**config.mk**
```make
export PLATFORM = sky130hd
export DESIGN_NAME = adj_tck_sync
export DESIGN_NICKNAME = d
export VERILOG_FILES = /design/src/rtl/adj_pkg.sv /design/src/rtl/adj_sync_chain.sv /design/src/rtl/adj_edge_det.sv /design/src/rtl/adj_tck_sync.sv
export SDC_FILE = /design/constraint.sdc
export NUM_CORES = 1
export LEC_CHECK = 0
export ABC_AREA = 1
export BUFFER_PORTS_ARGS = -buffer_cell sky130_fd_sc_hd__buf_2
export CORE_AREA = 5 5 42 44
export CTS_CLUSTER_SIZE = 20
export DETAILED_ROUTE_END_ITERATION = 16
export DIE_AREA = 0 0 47 49
export SYNTH_ARGS = -nofsm -noshare
export SYNTH_HDL_FRONTEND = slang
export SYNTH_SLANG_ARGS = --single-unit
```
**constraint.sdc**
```tcl
create_clock -name clk_i -period 0.8 [get_ports clk_i]
set_clock_uncertainty 0.05 [all_clocks]
set_input_delay 0 -clock clk_i [delete_from_list [all_inputs] [get_ports clk_i]]
set_output_delay 0 -clock clk_i [all_outputs]
set_load 0.01 [all_outputs]
```
**src/rtl/adj_pkg.sv**
```systemverilog
package adj_pkg;
  localparam int unsigned DEF_SYNC_STAGES = 3;

  typedef struct packed {
    logic tck;
    logic tms;
    logic tdi;
  } jtag_bits_t;

  localparam int unsigned JTAG_W = $bits(jtag_bits_t);
endpackage

```
**src/rtl/adj_sync_chain.sv**
```systemverilog
module adj_sync_chain #(
  parameter int unsigned WIDTH  = 1,
  parameter int unsigned STAGES = 3
) (
  input  logic             clk_i,
  input  logic             rst_ni,
  input  logic [WIDTH-1:0] d_i,
  output logic [WIDTH-1:0] q_o
);
  localparam int unsigned LAST = STAGES - 1;

  logic [STAGES-1:0][WIDTH-1:0] stage_q;

  if (STAGES == 1) begin : g_single
    always_ff @(posedge clk_i or negedge rst_ni) begin
      if (!rst_ni) stage_q <= '0;
      else         stage_q <= d_i;
    end
  end else begin : g_multi
    always_ff @(posedge clk_i or negedge rst_ni) begin
      if (!rst_ni) stage_q <= '0;
      else         stage_q <= {stage_q[STAGES-2:0], d_i};
    end
  end

  assign q_o = stage_q[LAST];
endmodule

```
**src/rtl/adj_edge_det.sv**
```systemverilog
module adj_edge_det (
  input  logic clk_i,
  input  logic rst_ni,
  input  logic level_i,
  input  logic tms_i,
  input  logic tdi_i,
  output logic rise_o,
  output logic fall_o,
  output logic tms_o,
  output logic tdi_o
);
  logic prev_q;
  logic rise_q, fall_q;
  logic tms_q, tdi_q;

  // all outputs registered together so strobe and data stay in step
  always_ff @(posedge clk_i or negedge rst_ni) begin
    if (!rst_ni) begin
      prev_q <= 1'b0;
      rise_q <= 1'b0;
      fall_q <= 1'b0;
      tms_q  <= 1'b0;
      tdi_q  <= 1'b0;
    end else begin
      prev_q <= level_i;
      rise_q <= level_i & ~prev_q;
      fall_q <= ~level_i & prev_q;
      tms_q  <= tms_i;
      tdi_q  <= tdi_i;
    end
  end

  assign rise_o = rise_q;
  assign fall_o = fall_q;
  assign tms_o  = tms_q;
  assign tdi_o  = tdi_q;
endmodule

```
**src/rtl/adj_tck_sync.sv**
```systemverilog
module adj_tck_sync
  import adj_pkg::*;
#(
  parameter int unsigned SYNC_STAGES = DEF_SYNC_STAGES
) (
  input  logic clk_i,
  input  logic rst_ni,
  input  logic tck_i,
  input  logic tms_i,
  input  logic tdi_i,
  output logic rtck_o,
  output logic tck_rise_o,
  output logic tck_fall_o,
  output logic tms_o,
  output logic tdi_o
);
  jtag_bits_t raw_in;
  jtag_bits_t sync_out;

  assign raw_in.tck = tck_i;
  assign raw_in.tms = tms_i;
  assign raw_in.tdi = tdi_i;

  // one chain of equal depth for all three lines keeps them aligned
  adj_sync_chain #(
    .WIDTH  (JTAG_W),
    .STAGES (SYNC_STAGES)
  ) u_chain (
    .clk_i  (clk_i),
    .rst_ni (rst_ni),
    .d_i    (raw_in),
    .q_o    (sync_out)
  );

  assign rtck_o = sync_out.tck;

  adj_edge_det u_edge (
    .clk_i   (clk_i),
    .rst_ni  (rst_ni),
    .level_i (sync_out.tck),
    .tms_i   (sync_out.tms),
    .tdi_i   (sync_out.tdi),
    .rise_o  (tck_rise_o),
    .fall_o  (tck_fall_o),
    .tms_o   (tms_o),
    .tdi_o   (tdi_o)
  );
endmodule

```
# Word-level counts from Yosys, hierarchy flattened
# Index checks and enable logic that the tools add are counted.
[classes] bitwise=4
[ops] operator="$and 1x1->1" count=2
[ops] operator="$not 1->1" count=2
[word_totals] regBits=14 word_cells=12 input_bits=5

# Depth between registers and ports, before layout
# Gate-level depths: netlist (run 1).
[depth] depth_word=2 ltp_mapped=2 mapped_depth_nobuf=2

# By module
# Synthesis (run 1) repeated with hierarchy kept, for this count alone.
[hier_totals] hier_cells=21 area_unflattened_um2=387.9
[by_module_without_submodules] module="adj_sync_chain" cells_per_inst=12 area_per_inst_um2=247.7 instances=1 seq_area_each_um2=225.2
[by_module_without_submodules] module="adj_edge_det" cells_per_inst=9 area_per_inst_um2=140.1 instances=1 seq_area_each_um2=125.1

# Worst setup path after synthesis (run 1)
# OpenSTA, ideal clock, no wires.
[synth_path] path_type="flip-flop to flip-flop" from="register u_chain.stage_q, in the netlist u_chain.q_o[2]" to="register u_edge.rise_q, in the netlist u_edge.rise_o" setup_slack_ns=0.134 arrival_ns=0.500 required_time_ns=0.634 path_stages_with_launch=3 period_less_slack_ns=0.666 cell_sequence="dfrtp_1 inv_1 nor2_1"
[synth_via] elab_chain_len=1
[synth_rtl] item="start, declared" line="adj_sync_chain.sv:12" text="logic [STAGES-1:0][WIDTH-1:0] stage_q;"
[synth_rtl] item="start signal, assigned" line="adj_sync_chain.sv:22" text="else stage_q <= {stage_q[STAGES-2:0], d_i};"
[synth_rtl] item="$and 1x1->1" line="adj_edge_det.sv:26" text="rise_q <= level_i & ~prev_q;"
[synth_rtl] item="end signal, assigned" line="adj_edge_det.sv:26"
[synth_rtl] item="end, declared" line="adj_edge_det.sv:13" text="logic rise_q, fall_q;"
# Every way passes these cells.

# Worst setup path after layout (run 1)
[layout_path] from="register u_chain.stage_q, in the netlist u_chain.q_o[2]" to="output port rtck_o"
[layout_lines] item="end, declared" line="adj_tck_sync.sv:11" text="output logic rtck_o,"
# No word-level cell between the ends.

==> results of run 1 <==
==> layout by cell type (no fill, tap or decap) <==
cell / Yosys / layout
nor2_2: 0 / 1
buf_6: 0 / 2
clkbuf_4: 0 / 3
nor2_1: 2 / 1
buf_2: 0 / 7
inv_1: 2 / 2
clkbuf_8: 0 / 1
dfrtp_1: 14 / 14
dlygate4sd3_1: 0 / 4
buf_4: 0 / 1
==> layout make-up <==
cell class                      count  area share
Inverter                            2     0.01418
Clock buffer                        4     0.06856
Sequential cell                    14      0.6619
Tap cell                           16     0.03783
Multi-Input combinational cell      2     0.01891
Timing Repair Buffer               14      0.1986
==> sequential cells by signal (all words and copies together) (netlist names) <==
name             count
u_edge.fall_o        1
u_edge.rise_o        1
u_chain.stage_q      6
u_edge.tms_o         1
u_chain.q_o          3
u_edge.prev_q        1
u_edge.tdi_o         1
==> power by group <==
group | switching [uW] | internal, uW | total [uW]
clock | 207 | 277 | 483
sequential | 11.7 | 742 | 754
combinational | 33.7 | 39.4 | 73.0
==> per-stage QoR <==
stage | TNS, ns | power (uW)
after floorplan | 0 | 776.5
after global placement | 0 | 809.5
after detailed placement | 0 | 817.6
after CTS | -0.2117 | 1333
after global routing | -0.4248 | 1411
final | -0.1032 | 1310
==> routing by layer <==
metal,part of all wire,wire (um),vias to the layer above,GRT usage
li1,-,-,88,-
met1,0.28,167,95,0.06047
met2,0.58,348,14,0.1154
met3,0.13,80,0,0.07011
met4,0,0,0,0.04147
met5,0,0,-,0
==> path summary, 6_finish.rpt <==
check / slack, ns / start / endpoint / depth (start not counted)
setup / recovery: -0.05 / u_chain.q_o[2] / rtck_o / 1
hold / removal: 0.09 / rst_ni / u_chain.stage_q[1] / 2
setup reg to reg: 0.01 / u_chain.q_o[2] / u_edge.rise_o / 3
hold reg to reg: 0.31 / u_chain.q_o[0] / u_edge.tdi_o / 0
max in group asynchronous: 0.38 / rst_ni / u_edge.prev_q / 2
min in group clk_i: 0.31 / u_chain.q_o[0] / u_edge.tdi_o / 0
==> cells in the mapped netlist, drive strengths merged <==
cell | n | area [sq um]
inv | 2 | 7.510
dfrtp | 14 | 350.3
nor2 | 2 | 7.510
==> what timing repair did <==
action	4_1_cts	5_1_grt
buffers inserted	1	0
setup endpoints to repair	5	7
gates resized for setup	0	3
hold buffers	4	0
hold endpoints to repair	17	0
==> kinds of logic after synthesis <==
family	Yosys count	share of synthesized area
buffers and inverters	2	0.02056
flip-flops	14	0.9589
AND/OR/NAND/NOR	2	0.02056
==> flow_summary.toml, run 1 <==
[synthesis]
synth_cell_types = 3
yosysWarnings = 0
synth_seq_area_share = 0.9589
synthCells = 18
syn_area_sq_um = 365.4
synth-seq-cells = 14
synth_nets = 23
synth_area_per_cell_sq_um = 20.30

[setup_path]
cp_data_required_time_ns = 0.75
cpPeakStageDelay_ns = 0.40
worstSetupStartpointType = "register"
cpMaxStageDelayCell = "dfrtp_1"
endpoint_kind = "output pin"
path_delay_family = "flip-flops"
worstPathArrival_ns = 0.80
worst-path-buf-inv = 1
worstSetupPathType = "register to output pin"
crit_path_max_fanout = 2
crit_chain = "buf_6"

[placement]
dp_cells = 43
gp_congestion = 0.6991
post_dp_cell_area_sq_um = 430.4
place_ws_ns = 0.1365
portBuffers = 9

[sta]
maxSlewViolCount = 0
finalHoldViolations = 0
tightest_slew_ns = 0.2894
rsz0062_at_grt = "yes"
max_freq_mhz = 1178
setup-violations-final = 5
whs_ns = 0.09363
fin_crit_sh = 1.061
fin_ws_ns = -0.04862
slew_headroom = 0.8070
layout_min_cycle_time_ns = 0.8486

[finish]
diodes = 0
regArea_sq_um = 350.3
drive_gt1_frac = 0.4167
finish.utilization = 0.3777
finalNonFillerCells = 52
final.fill_count = 134
final_cell_area_sq_um = 529.3
syn_to_final_growth_pct = 44.86
multiInputGateArea_sq_um = 10.01
fin_nets = 42

[routing]
detail_route.first_pass.iterations = 1
ant_nets = 0
routedWlPerCell_um = 11.46
viasPerCell = 3.788
drc = 0
via_count = 197
drtIter0Drc = 0
drt-total-wl_um = 596

[grt]
grt_pass1_wl_um = 1097
antenna_found_initial = 0
overflow = 0
grt_usage = 0.07527
grt_max_degree = 15
first_global_vias = 246

[die]
die_area_sq_um = 2303
die_h_um = 49
die_w_um = 47
rows = 14
pin_count = 10
core_area_sq_um = 1401
initial_core_util = 0.2607

[pwr]
ir_drop_mv = 1.147
power_leakage_uw = 0.0002640
p_per_area_nw_per_um2 = 2476

[clocking]
clk_pin_slew_worst_paths_ns = 0.08
clock_path_buffers = 2
cts_tree = "yes"
worstSkewPairLatency_ns = 0.27
cts_root_buf = "clkbuf_4"
cts.sinks = 14
htree_levels = 1
numCtsBuffers = 3

[status]
outcome = "finished with violations"
violations = "negative setup slack"

[hold_path]
hp-class = "input port to asynchronous set/reset pin"

[job]
maxCapViolCount = 0
Power figures use the tool's default switching activity.
==> run 2: changes to the inputs <==
--- a/config.mk
+++ b/config.mk
@@ -8,6 +8,7 @@
 export ABC_AREA = 1
 export BUFFER_PORTS_ARGS = -buffer_cell sky130_fd_sc_hd__buf_2
 export CORE_AREA = 5 5 42 44
+export CTS_BUF_LIST = sky130_fd_sc_hd__clkbuf_2
 export CTS_CLUSTER_SIZE = 20
 export DETAILED_ROUTE_END_ITERATION = 16
 export DIE_AREA = 0 0 47 49
==> run 2 against run 1 <==
  * The run still ends with negative setup slack left
  * Flip-flop and latch count did not move
  * Cell count did not move
  * Register-to-register slack barely moved
  * Via count fell by 0.51%
  * Critical path type unchanged
==> flow_summary.toml, run 2 (synthesis gave the netlist of run 1 again) <==
[routing]
drtIter0Drc = 0
via_count = 196
routedWlPerCell_um = 11.17
drt-total-wl_um = 581
detail_route.first_pass.iterations = 1
drc = 0
viasPerCell = 3.769
ant_nets = 0

[clocking]
cts_root_buf = "clkbuf_2"
numCtsBuffers = 3
cts_tree = "yes"
htree_levels = 1
clk_pin_slew_worst_paths_ns = 0.12
worstSkewPairLatency_ns = 0.26
clock_path_buffers = 2
cts.sinks = 14

[placement]
gp_congestion = 0.6991
portBuffers = 9
post_dp_cell_area_sq_um = 430.4
dp_cells = 43

[setup_path]
cp_data_required_time_ns = 0.75
cpMaxStageDelayCell = "dfrtp_1"
worst-path-stages = 1
regToRegSetupSlack_ns = 0.01
crit_path_max_fanout = 2
path_delay_family = "flip-flops"
worst-path-buf-inv = 1
endpoint_kind = "output pin"
worstSetupStartpointType = "register"
worstSetupPathType = "register to output pin"
worstPathArrival_ns = 0.81
cpPeakStageDelay_ns = 0.42
crit_chain = "buf_6"
worst-r2r-cell-count = 3

[finish]
diodes = 0
final.fill_count = 133
finalNonFillerCells = 52
mostFrequentLayoutCell = "dfrtp_1"
finish.utilization = 0.3652
drive_gt1_frac = 0.3889
regMostFlops = "u_chain.stage_q"
syn_to_final_growth_pct = 40.07
fin_nets = 42
final_cell_mix = "dfrtp_1, buf_2, dlygate4sd3_1, clkbuf_2"
largest_reg_flops = 6
final_cell_area_sq_um = 511.7

[grt]
grt_usage = 0.07025
grt_pass1_wl_um = 1062
first_global_vias = 239
antenna_found_initial = 0
overflow = 0
grt_max_degree = 15

[pwr]
intPower_uw = 890.6
swShare = 0.2152
p_clk_frac = 0.271
p_comb_frac = 0.064
ir_drop_mv = 0.8224
p_per_area_nw_per_um2 = 2218
seq_power_share = 0.665
power_leakage_uw = 0.0002570
total_power_uw = 1135
switching_power_uw = 244.3

[status]
violations = "negative setup slack"
outcome = "finished with violations"

[sta]
tightest_slew_ns = 0.2884
fin_crit_sh = 1.071
rsz0062_at_grt = "yes"
slew_headroom = 0.8077
max_freq_mhz = 1167
maxSlewViolCount = 0
fin_ws_ns = -0.05677
layout_min_cycle_time_ns = 0.8568
finalSetupTns_ns = -0.1387
finalHoldViolations = 0
setup-violations-final = 5

[die]
die_h_um = 49
pin_count = 10
rows = 14
core_area_sq_um = 1401
initial_core_util = 0.2607
die_area_sq_um = 2303
die_w_um = 47

[hold_path]
hp-class = "input port to asynchronous set/reset pin"

[job]
maxCapViolCount = 0
[run 2: cell count changes in the layout (fill, tap and decap cells not counted)]
cell	delta
clkbuf_2	+3
clkbuf_4	-3
clkbuf_8	-1
clkinv_1	+1
[run 2: routing by layer]
layer  share of wire  track usage
met1            0.32      0.06279
met2            0.57       0.1109
met3            0.11      0.07011
met4               0      0.01382
met5               0            0
[run 2: area by class of cell]
cell class / count / area, sq um / area share
timing repair buffer: 14 / 105.1 / 0.2054
clock inverter: 1 / 3.754 / 0.007335
inverter: 2 / 7.507 / 0.01467
tap: 16 / 20.02 / 0.03912
sequential: 14 / 350.3 / 0.6846
multi-input combinational: 2 / 10.01 / 0.01956
clock buffer: 3 / 15.01 / 0.02934
[run 2: power by group through the flow]
stage	Combinational [uW]	Sequential [uW]	Clock [uW]
finish	72.8	755	308
global route	83.4	759	394
CTS	67.7	754	336
detailed placement	47.9	770	0
global placement	44.4	765	0
floorplan	3.61	773	0
[run 2: path summary, 6_finish.rpt]
path | to | startpoint
worst max-delay path | rtck_o | u_chain.q_o[2]
worst min-delay path | u_edge.rise_o | rst_ni
worst max register to register | u_edge.rise_o | u_chain.q_o[2]
worst min register to register | u_chain.q_o[2] | u_chain.stage_q[5]
max in group asynchronous | u_chain.stage_q[4] | rst_ni
min in group clk_i | u_chain.q_o[2] | u_chain.stage_q[5]
[run 2: metrics by stage]
| stage | setup slack [ns] | hold WS (ns) |
|---|---|---|
| after floorplan | 0.1338 | -0.3456 |
| after global placement | 0.1718 | -0.1675 |
| after detailed placement | 0.1365 | -0.1461 |
| after CTS | -0.08193 | 0.06833 |
| after global routing | -0.1414 | 0.05726 |
| final | -0.05677 | 0.08475 |
[run 2: repair_timing]
action / in CTS / in global routing
hold buffers: 4 / 0
buffers inserted: 1 / 0
gates resized for setup: 0 / 3
hold endpoints to repair: 17 / 0
endpoints found under the setup margin: 5 / 7
